## src/rtl/rstpwr_pkg.sv

```systemverilog
package rstpwr_pkg;

  typedef enum logic [1:0] {
    MODE_RUN   = 2'd0,
    MODE_IDLE  = 2'd1,
    MODE_PDOWN = 2'd2
  } mode_t;

  // oscillator clocks the pin must be seen high before reset is accepted
  function automatic int qual_clks(input int clks_per_mc, input int mcs);
    return clks_per_mc * mcs;
  endfunction

  // counter width able to hold values 0..limit
  function automatic int cnt_width(input int limit);
    return (limit < 2) ? 1 : $clog2(limit + 1);
  endfunction

  // next sleep state; a reset or power-down request takes priority
  function automatic mode_t mode_next(input mode_t cur, input logic rst,
                                      input logic want_idle, input logic want_pd,
                                      input logic irq, input logic pin);
    mode_t nxt;
    nxt = cur;
    if (rst) nxt = MODE_RUN;
    else begin
      case (cur)
        MODE_RUN:  if (want_pd) nxt = MODE_PDOWN;
                   else if (want_idle) nxt = MODE_IDLE;
        MODE_IDLE: if (irq || pin) nxt = MODE_RUN;
        default:   nxt = MODE_PDOWN;
      endcase
    end
    return nxt;
  endfunction

endpackage

```

## src/rtl/rstpwr_sync.sv

```systemverilog
module rstpwr_sync #(
  parameter int W = 2
) (
  input  logic         clk,
  input  logic         por_n,
  input  logic [W-1:0] d_a,
  output logic [W-1:0] q
);
  logic [W-1:0] meta;

  always_ff @(posedge clk or negedge por_n) begin
    if (!por_n) begin
      meta <= '0;
      q    <= '0;
    end else begin
      meta <= d_a;
      q    <= meta;
    end
  end
endmodule

```

## src/rtl/rstpwr_qual.sv

```systemverilog
module rstpwr_qual #(
  parameter int QUAL = 24
) (
  input  logic clk,
  input  logic por_n,
  input  logic pin_sync,
  output logic pin_rst
);
  localparam int CW = rstpwr_pkg::cnt_width(QUAL);

  logic [CW-1:0] cnt;
  logic          hit_last;

  assign hit_last = (cnt == CW'(QUAL - 1));

  always_ff @(posedge clk or negedge por_n) begin
    if (!por_n) begin
      cnt     <= '0;
      pin_rst <= 1'b0;
    end else if (!pin_sync) begin
      cnt     <= '0;
      pin_rst <= 1'b0;
    end else begin
      if (cnt != CW'(QUAL)) cnt <= cnt + 1'b1;
      if (hit_last) pin_rst <= 1'b1;
    end
  end

  assert_rise_needs_pin_R2: assert property (@(posedge clk) disable iff (!por_n)
    $rose(pin_rst) |-> $past(pin_sync));
  assert_release_on_low_R3: assert property (@(posedge clk) disable iff (!por_n)
    !pin_sync |=> !pin_rst);
endmodule

```

## src/rtl/rstpwr_bod.sv

```systemverilog
module rstpwr_bod #(
  parameter int DLY = 180000,
  parameter int LEN = 24
) (
  input  logic clk,
  input  logic por_n,
  input  logic bod_sync,
  output logic bod_rst
);
  localparam int DW = rstpwr_pkg::cnt_width(DLY);
  localparam int PW = rstpwr_pkg::cnt_width(LEN);

  logic          armed;
  logic [DW-1:0] dly;
  logic [PW-1:0] pcnt;
  logic          fire;

  assign fire = armed && !bod_sync && (dly == DW'(DLY - 1));

  always_ff @(posedge clk or negedge por_n) begin
    if (!por_n) begin
      armed   <= 1'b0;
      dly     <= '0;
      pcnt    <= '0;
      bod_rst <= 1'b0;
    end else begin
      if (bod_rst) begin
        if (pcnt == '0) bod_rst <= 1'b0;
        else            pcnt <= pcnt - 1'b1;
      end
      if (bod_sync) begin
        armed <= 1'b1;
        dly   <= '0;
      end else if (fire) begin
        armed   <= 1'b0;
        dly     <= '0;
        bod_rst <= 1'b1;
        pcnt    <= PW'(LEN - 1);
      end else if (armed) begin
        dly <= dly + 1'b1;
      end
    end
  end

  assert_bod_rst_after_clear_R11: assert property (@(posedge clk) disable iff (!por_n)
    $rose(bod_rst) |-> !$past(bod_sync));
endmodule

```

## src/rtl/rstpwr_mode.sv

```systemverilog
module rstpwr_mode
  import rstpwr_pkg::*;
(
  input  logic  clk,
  input  logic  por_n,
  input  logic  rst_i,
  input  logic  pin_sync,
  input  logic  idle_set,
  input  logic  pdown_set,
  input  logic  irq_pend,
  output mode_t mode,
  output logic  idle_win
);
  mode_t mode_d;
  logic  pin_wake;

  assign mode_d   = mode_next(mode, rst_i, idle_set, pdown_set, irq_pend, pin_sync);
  assign pin_wake = (mode == MODE_IDLE) && pin_sync && !rst_i;

  always_ff @(posedge clk or negedge por_n) begin
    if (!por_n) begin
      mode     <= MODE_RUN;
      idle_win <= 1'b0;
    end else begin
      mode <= mode_d;
      if (rst_i || !pin_sync) idle_win <= 1'b0;
      else if (pin_wake)      idle_win <= 1'b1;
    end
  end

  assert_pd_wins_R7: assert property (@(posedge clk) disable iff (!por_n)
    (mode == MODE_RUN && !rst_i && pdown_set) |=> (mode == MODE_PDOWN));
  assert_pd_only_reset_exit_R8: assert property (@(posedge clk) disable iff (!por_n)
    (mode == MODE_PDOWN && !rst_i) |=> (mode == MODE_PDOWN));
  assert_irq_wakes_idle_R5: assert property (@(posedge clk) disable iff (!por_n)
    (mode == MODE_IDLE && irq_pend && !rst_i) |=> (mode == MODE_RUN));
  assert_window_from_idle_R9: assert property (@(posedge clk) disable iff (!por_n)
    $rose(idle_win) |-> $past(mode == MODE_IDLE));
  assert_reset_blocks_sleep_R12: assert property (@(posedge clk) disable iff (!por_n)
    rst_i |=> (mode == MODE_RUN));
endmodule

```

## src/rtl/rstpwr_ctrl.sv

```systemverilog
module rstpwr_ctrl
  import rstpwr_pkg::*;
#(
  parameter int MC_CLKS = 12,
  parameter int QUAL_MC = 2,
  parameter int BOD_DLY = 180000
) (
  input  logic clk_osc,
  input  logic por_n,
  input  logic rst_pin_a,
  input  logic idle_set,
  input  logic pdown_set,
  input  logic irq_pend,
  input  logic bod_flag,
  output logic rst_int,
  output logic cpu_clk_en,
  output logic per_clk_en,
  output logic osc_en,
  output logic ram_wr_blk,
  output logic port_ones,
  output logic port_weak_pu
);
  localparam int QUAL = qual_clks(MC_CLKS, QUAL_MC);

  logic [1:0] sync_q;
  logic       pin_sync;
  logic       bod_sync;
  logic       pin_rst;
  logic       bod_rst;
  logic       idle_win;
  mode_t      mode;

  rstpwr_sync #(.W(2)) u_sync (
    .clk(clk_osc), .por_n(por_n), .d_a({bod_flag, rst_pin_a}), .q(sync_q)
  );
  assign pin_sync = sync_q[0];
  assign bod_sync = sync_q[1];

  rstpwr_qual #(.QUAL(QUAL)) u_qual (
    .clk(clk_osc), .por_n(por_n), .pin_sync(pin_sync), .pin_rst(pin_rst)
  );

  rstpwr_bod #(.DLY(BOD_DLY), .LEN(QUAL)) u_bod (
    .clk(clk_osc), .por_n(por_n), .bod_sync(bod_sync), .bod_rst(bod_rst)
  );

  rstpwr_mode u_mode (
    .clk(clk_osc), .por_n(por_n), .rst_i(rst_int), .pin_sync(pin_sync),
    .idle_set(idle_set), .pdown_set(pdown_set), .irq_pend(irq_pend),
    .mode(mode), .idle_win(idle_win)
  );

  assign rst_int      = pin_rst | bod_rst;
  assign cpu_clk_en   = (mode == MODE_RUN);
  assign per_clk_en   = (mode != MODE_PDOWN);
  assign osc_en       = (mode != MODE_PDOWN) | rst_pin_a;
  assign ram_wr_blk   = idle_win & ~rst_int;
  assign port_ones    = rst_pin_a | rst_int;
  assign port_weak_pu = bod_sync;

  assert_ports_high_in_reset_R1: assert property (@(posedge clk_osc) disable iff (!por_n)
    rst_int |-> port_ones);
  assert_pd_stops_clocks_R6: assert property (@(posedge clk_osc) disable iff (!por_n)
    (mode == MODE_PDOWN && !rst_pin_a) |-> (!osc_en && !per_clk_en && !cpu_clk_en));
  assert_no_block_in_reset_R9: assert property (@(posedge clk_osc) disable iff (!por_n)
    ram_wr_blk |-> !rst_int);
endmodule

```

## config.mk

```make
export PLATFORM = sky130hd
export DESIGN_NAME = rstpwr_ctrl
export DESIGN_NICKNAME = d
export VERILOG_FILES = /design/src/rtl/rstpwr_pkg.sv /design/src/rtl/rstpwr_sync.sv /design/src/rtl/rstpwr_qual.sv /design/src/rtl/rstpwr_bod.sv /design/src/rtl/rstpwr_mode.sv /design/src/rtl/rstpwr_ctrl.sv
export SDC_FILE = /design/constraint.sdc
export NUM_CORES = 1
export LEC_CHECK = 0
export BUFFER_PORTS_ARGS = -buffer_cell sky130_fd_sc_hd__buf_2
export CAP_MARGIN = 30
export CORE_ASPECT_RATIO = 0.75
export CORE_MARGIN = 2
export CORE_UTILIZATION = 35
export DETAILED_ROUTE_END_ITERATION = 8
export PLACE_DENSITY_LB_ADDON = 0.15
export SLEW_MARGIN = 15
export SYNTH_ARGS = -nofsm -noshare
export SYNTH_HDL_FRONTEND = slang
export SYNTH_SLANG_ARGS = --single-unit
```

## constraint.sdc

```tcl
create_clock -name clk_osc -period 2.1 [get_ports clk_osc]
set_clock_uncertainty 0.05 [all_clocks]
set_input_delay 0 -clock clk_osc [delete_from_list [all_inputs] [get_ports clk_osc]]
set_output_delay 0 -clock clk_osc [all_outputs]
set_load 0.02 [all_outputs]
```

==> results.json <==
{
  "syn_nets": 190,
  "route.vias.total": 1361,
  "final.fill_count": 526,
  "end_kind": "flip-flop",
  "slowest_delay_ps": 480,
  "dieArea_um2": 5920,
  "slew_headroom_pct": 43.7,
  "cp_max_fo": 6,
  "placed_cell_area_um2": 2000,
  "hold_viol_final": 0,
  "syn-cell-area_um2": 1860,
  "grt_max_degree": 39,
  "status": "finished, final reports clean",
  "crit_slowest_cell": "dfrtp_1",
  "cts_resized": 0,
  "slew_viol_final": 0,
  "crit_buf_inv": 0,
  "total_leakage_power_uw": 0.000980,
  "synth_edf_count": 0,
  "synth_top_area_share_pct": 51.1,
  "fin_crit_sh_pct": 86.7,
  "drcViolationCount": 0,
  "die-height_um": 67.1,
  "clk_path_buf_depth": 2,
  "min_path_type": "in2reg",
  "synth_seq_area_share_pct": 51.1,
  "track_usage_pct": 14.9,
  "drive_gt1_share_pct": 17.5,
  "path_delay_family": "simple AND/OR/NAND/NOR gates",
  "nets": 210,
  "drt_iter0_drc": 99,
  "async_reset_ff_share_pct": 100,
  "netlist.top_cell.by_area": "dfrtp_1",
  "antenna_found_initial": 0,
  "post_drt_wl_per_cell_um": 13.6,
  "postSynthCellCount": 179,
  "cts_hold_buf": 4,
  "clock_sinks": 38,
  "cts-root-buf": "clkbuf_8",
  "dpl.hpwl_um": 2650,
  "worstMarginPinSlew_ps": 845,
  "grt_pass1_vias": 1430,
  "routed_via_density": 5.00,
  "path_clk_slew_ps": 70,
  "dr.pass1.iters": 4,
  "ant_nets": 0,
  "syn_to_final_growth_pct": 15.5,
  "grt_pass1_wl_um": 6740,
  "rsz0062_at_grt": "false",
  "coreArea_um2": 5010,
  "cts_made_buffers": 5,
  "crit_type": "reg2reg",
  "pin_count": 14,
  "setup_viol": 0,
  "yosys_warnings": 0,
  "peakVddDrop_uv": 339,
  "max_cap_violations": 0,
  "ys.flop_type": "dfrtp_1",
  "cts_tree": "yes",
  "antenna_cells": 0,
  "rows": 22,
  "start_util_pct": 37.1,
  "power.density_nw_per_um2": 673,
  "fp.dieW_um": 88.2,
  "grt_overflow_total": 0,
  "ys_top_cells_by_area": "dfrtp_1, xor2_1, nand2_1, nor2_1, xnor2_1",
  "period_needed_ps": 1820,
  "gp_congestion": 0.740,
  "ys_seq_elements": 38,
  "finalInstanceArea_um2": 2150,
  "routed_wl_um": 3700,
  "synth_cell_type_count": 46,
  "worst_ep_arrival_time_ps": 1980,
  "post-cts-setup-buffers": 0,
  "fmax_ghz": 0.549,
  "cp.required_ps": 2260,
  "fin_setup_tns_ps": 0,
  "insertion_delay_ps": 290,
  "numPortBuffers": 13,
  "cp-start-kind": "flip-flop",
  "synth.avg_cell_area_um2": 10.4,
  "crit_chain": "ha_1, and4_2, nand3_1, or3_1, a21oi_1",
  "htree_levels": 2
}
layer usage:
metal	GRT usage, %	wire length [um]	up-vias
met5	0	0	-
met4	4.36	28	0
met3	4.34	119	4
met2	21.5	1560	24
met1	21.5	1990	664
li1	-	-	669
per-stage QoR:
step | hold slack (ps) | std cells | setup slack, ps | power [uW] | util (%)
after floorplan | -346 | 179 | 332 | 809 | -
after global placement | 61.9 | 260 | 383 | 841 | 39.9
final | 24.6 | 272 | 279 | 1450 | 42.9
after global routing | 38.6 | 272 | 161 | 1520 | 42.9
after detailed placement | 60.5 | 260 | 293 | 845 | 39.9
after CTS | 19.0 | 272 | 274 | 1470 | 42.9
final timing paths:
path                                     start        endpoint  slack [ps]  depth (start not counted)
max in group asynchronous                por_n   u_bod.pcnt[3]        1170                          2
worst min register to register  u_sync.meta[1]     u_sync.q[1]         310                          0
worst max-delay path              u_bod.dly[0]    u_bod.dly[8]         280                          5
worst max register to register    u_bod.dly[0]    u_bod.dly[8]         280                          5
worst min-delay path                  irq_pend  u_mode.mode[0]          20                          4
min in group asynchronous                por_n   u_bod.dly[17]         310                          2
synthesized netlist by cell type (2+ instances only):
master     n
or3_1      3
nor2_1    14
nor4b_1    2
nand2_1   14
xor2_1     8
dfrtp_1   38
nor2b_1    2
o21ai_0    6
nor3b_1    2
buf_2      4
nand2b_1   2
or3_2      2
inv_1      7
or4_1      2
o31ai_1    3
and4_2     2
nand4_1    6
and3_1     7
ha_1       4
a21oi_1   10
nand3_1    7
and2_1     3
or2_2      2
xnor2_1    6
nor3_1     2
report_power, final:
part / switching (uW) / internal [uW]
sequential: 17.3 / 745
clock: 255 / 356
combinational: 41.7 / 30.7
cells in the final DEF, fill, tap and decap left out, types with 3 or more instances in the layout:
cell / n
dfrtp_1: 38
nand2_1: 14
a21oi_1: 10
xnor2_1: 6
xor2_1: 8
and3_1: 7
dlygate4sd3_1: 4
and2_1: 3
inv_1: 7
nor2_1: 14
buf_4: 3
nand3_1: 7
o21ai_0: 6
nand4_1: 6
ha_1: 4
clkbuf_8: 5
o31ai_1: 3
or3_1: 3
buf_2: 13
logic make-up after synthesis:
| family | Yosys count | share of synthesized area, % |
|---|---|---|
| simple gates | 79 | 25.0 |
| flops | 38 | 51.1 |
| compound gates | 28 | 10.1 |
| xor+xnor | 14 | 6.60 |
| buf+inv | 14 | 3.36 |
| fa+ha+maj | 4 | 2.69 |
| mux | 2 | 1.14 |
layout make-up:
| cell class | instances | area (um^2) | share of cell area (%) |
|---|---|---|---|
| Tap cell | 72 | 90.1 | 4.20 |
| Inverter | 7 | 26.3 | 1.22 |
| Timing Repair Buffer | 20 | 128 | 5.94 |
| Clock inverter | 1 | 30.0 | 1.40 |
| Clock buffer | 7 | 76.3 | 3.55 |
| Sequential cell | 38 | 951 | 44.3 |
| Multi-Input combinational cell | 127 | 846 | 39.4 |
sequential cells by signal, summed over array words and instances (netlist names), 2 cells and up:
register / count
u_sync.meta: 2
u_mode.mode: 2
u_qual.cnt: 5
u_bod.pcnt: 5
u_sync.q: 2
u_bod.dly: 18
worst min-delay path, stage by stage:
cell and delay [ps]:
buf_2 70, nor2_1 30, a21oi_1 150, nor3_1 60
Power figures use the tool's default switching activity.
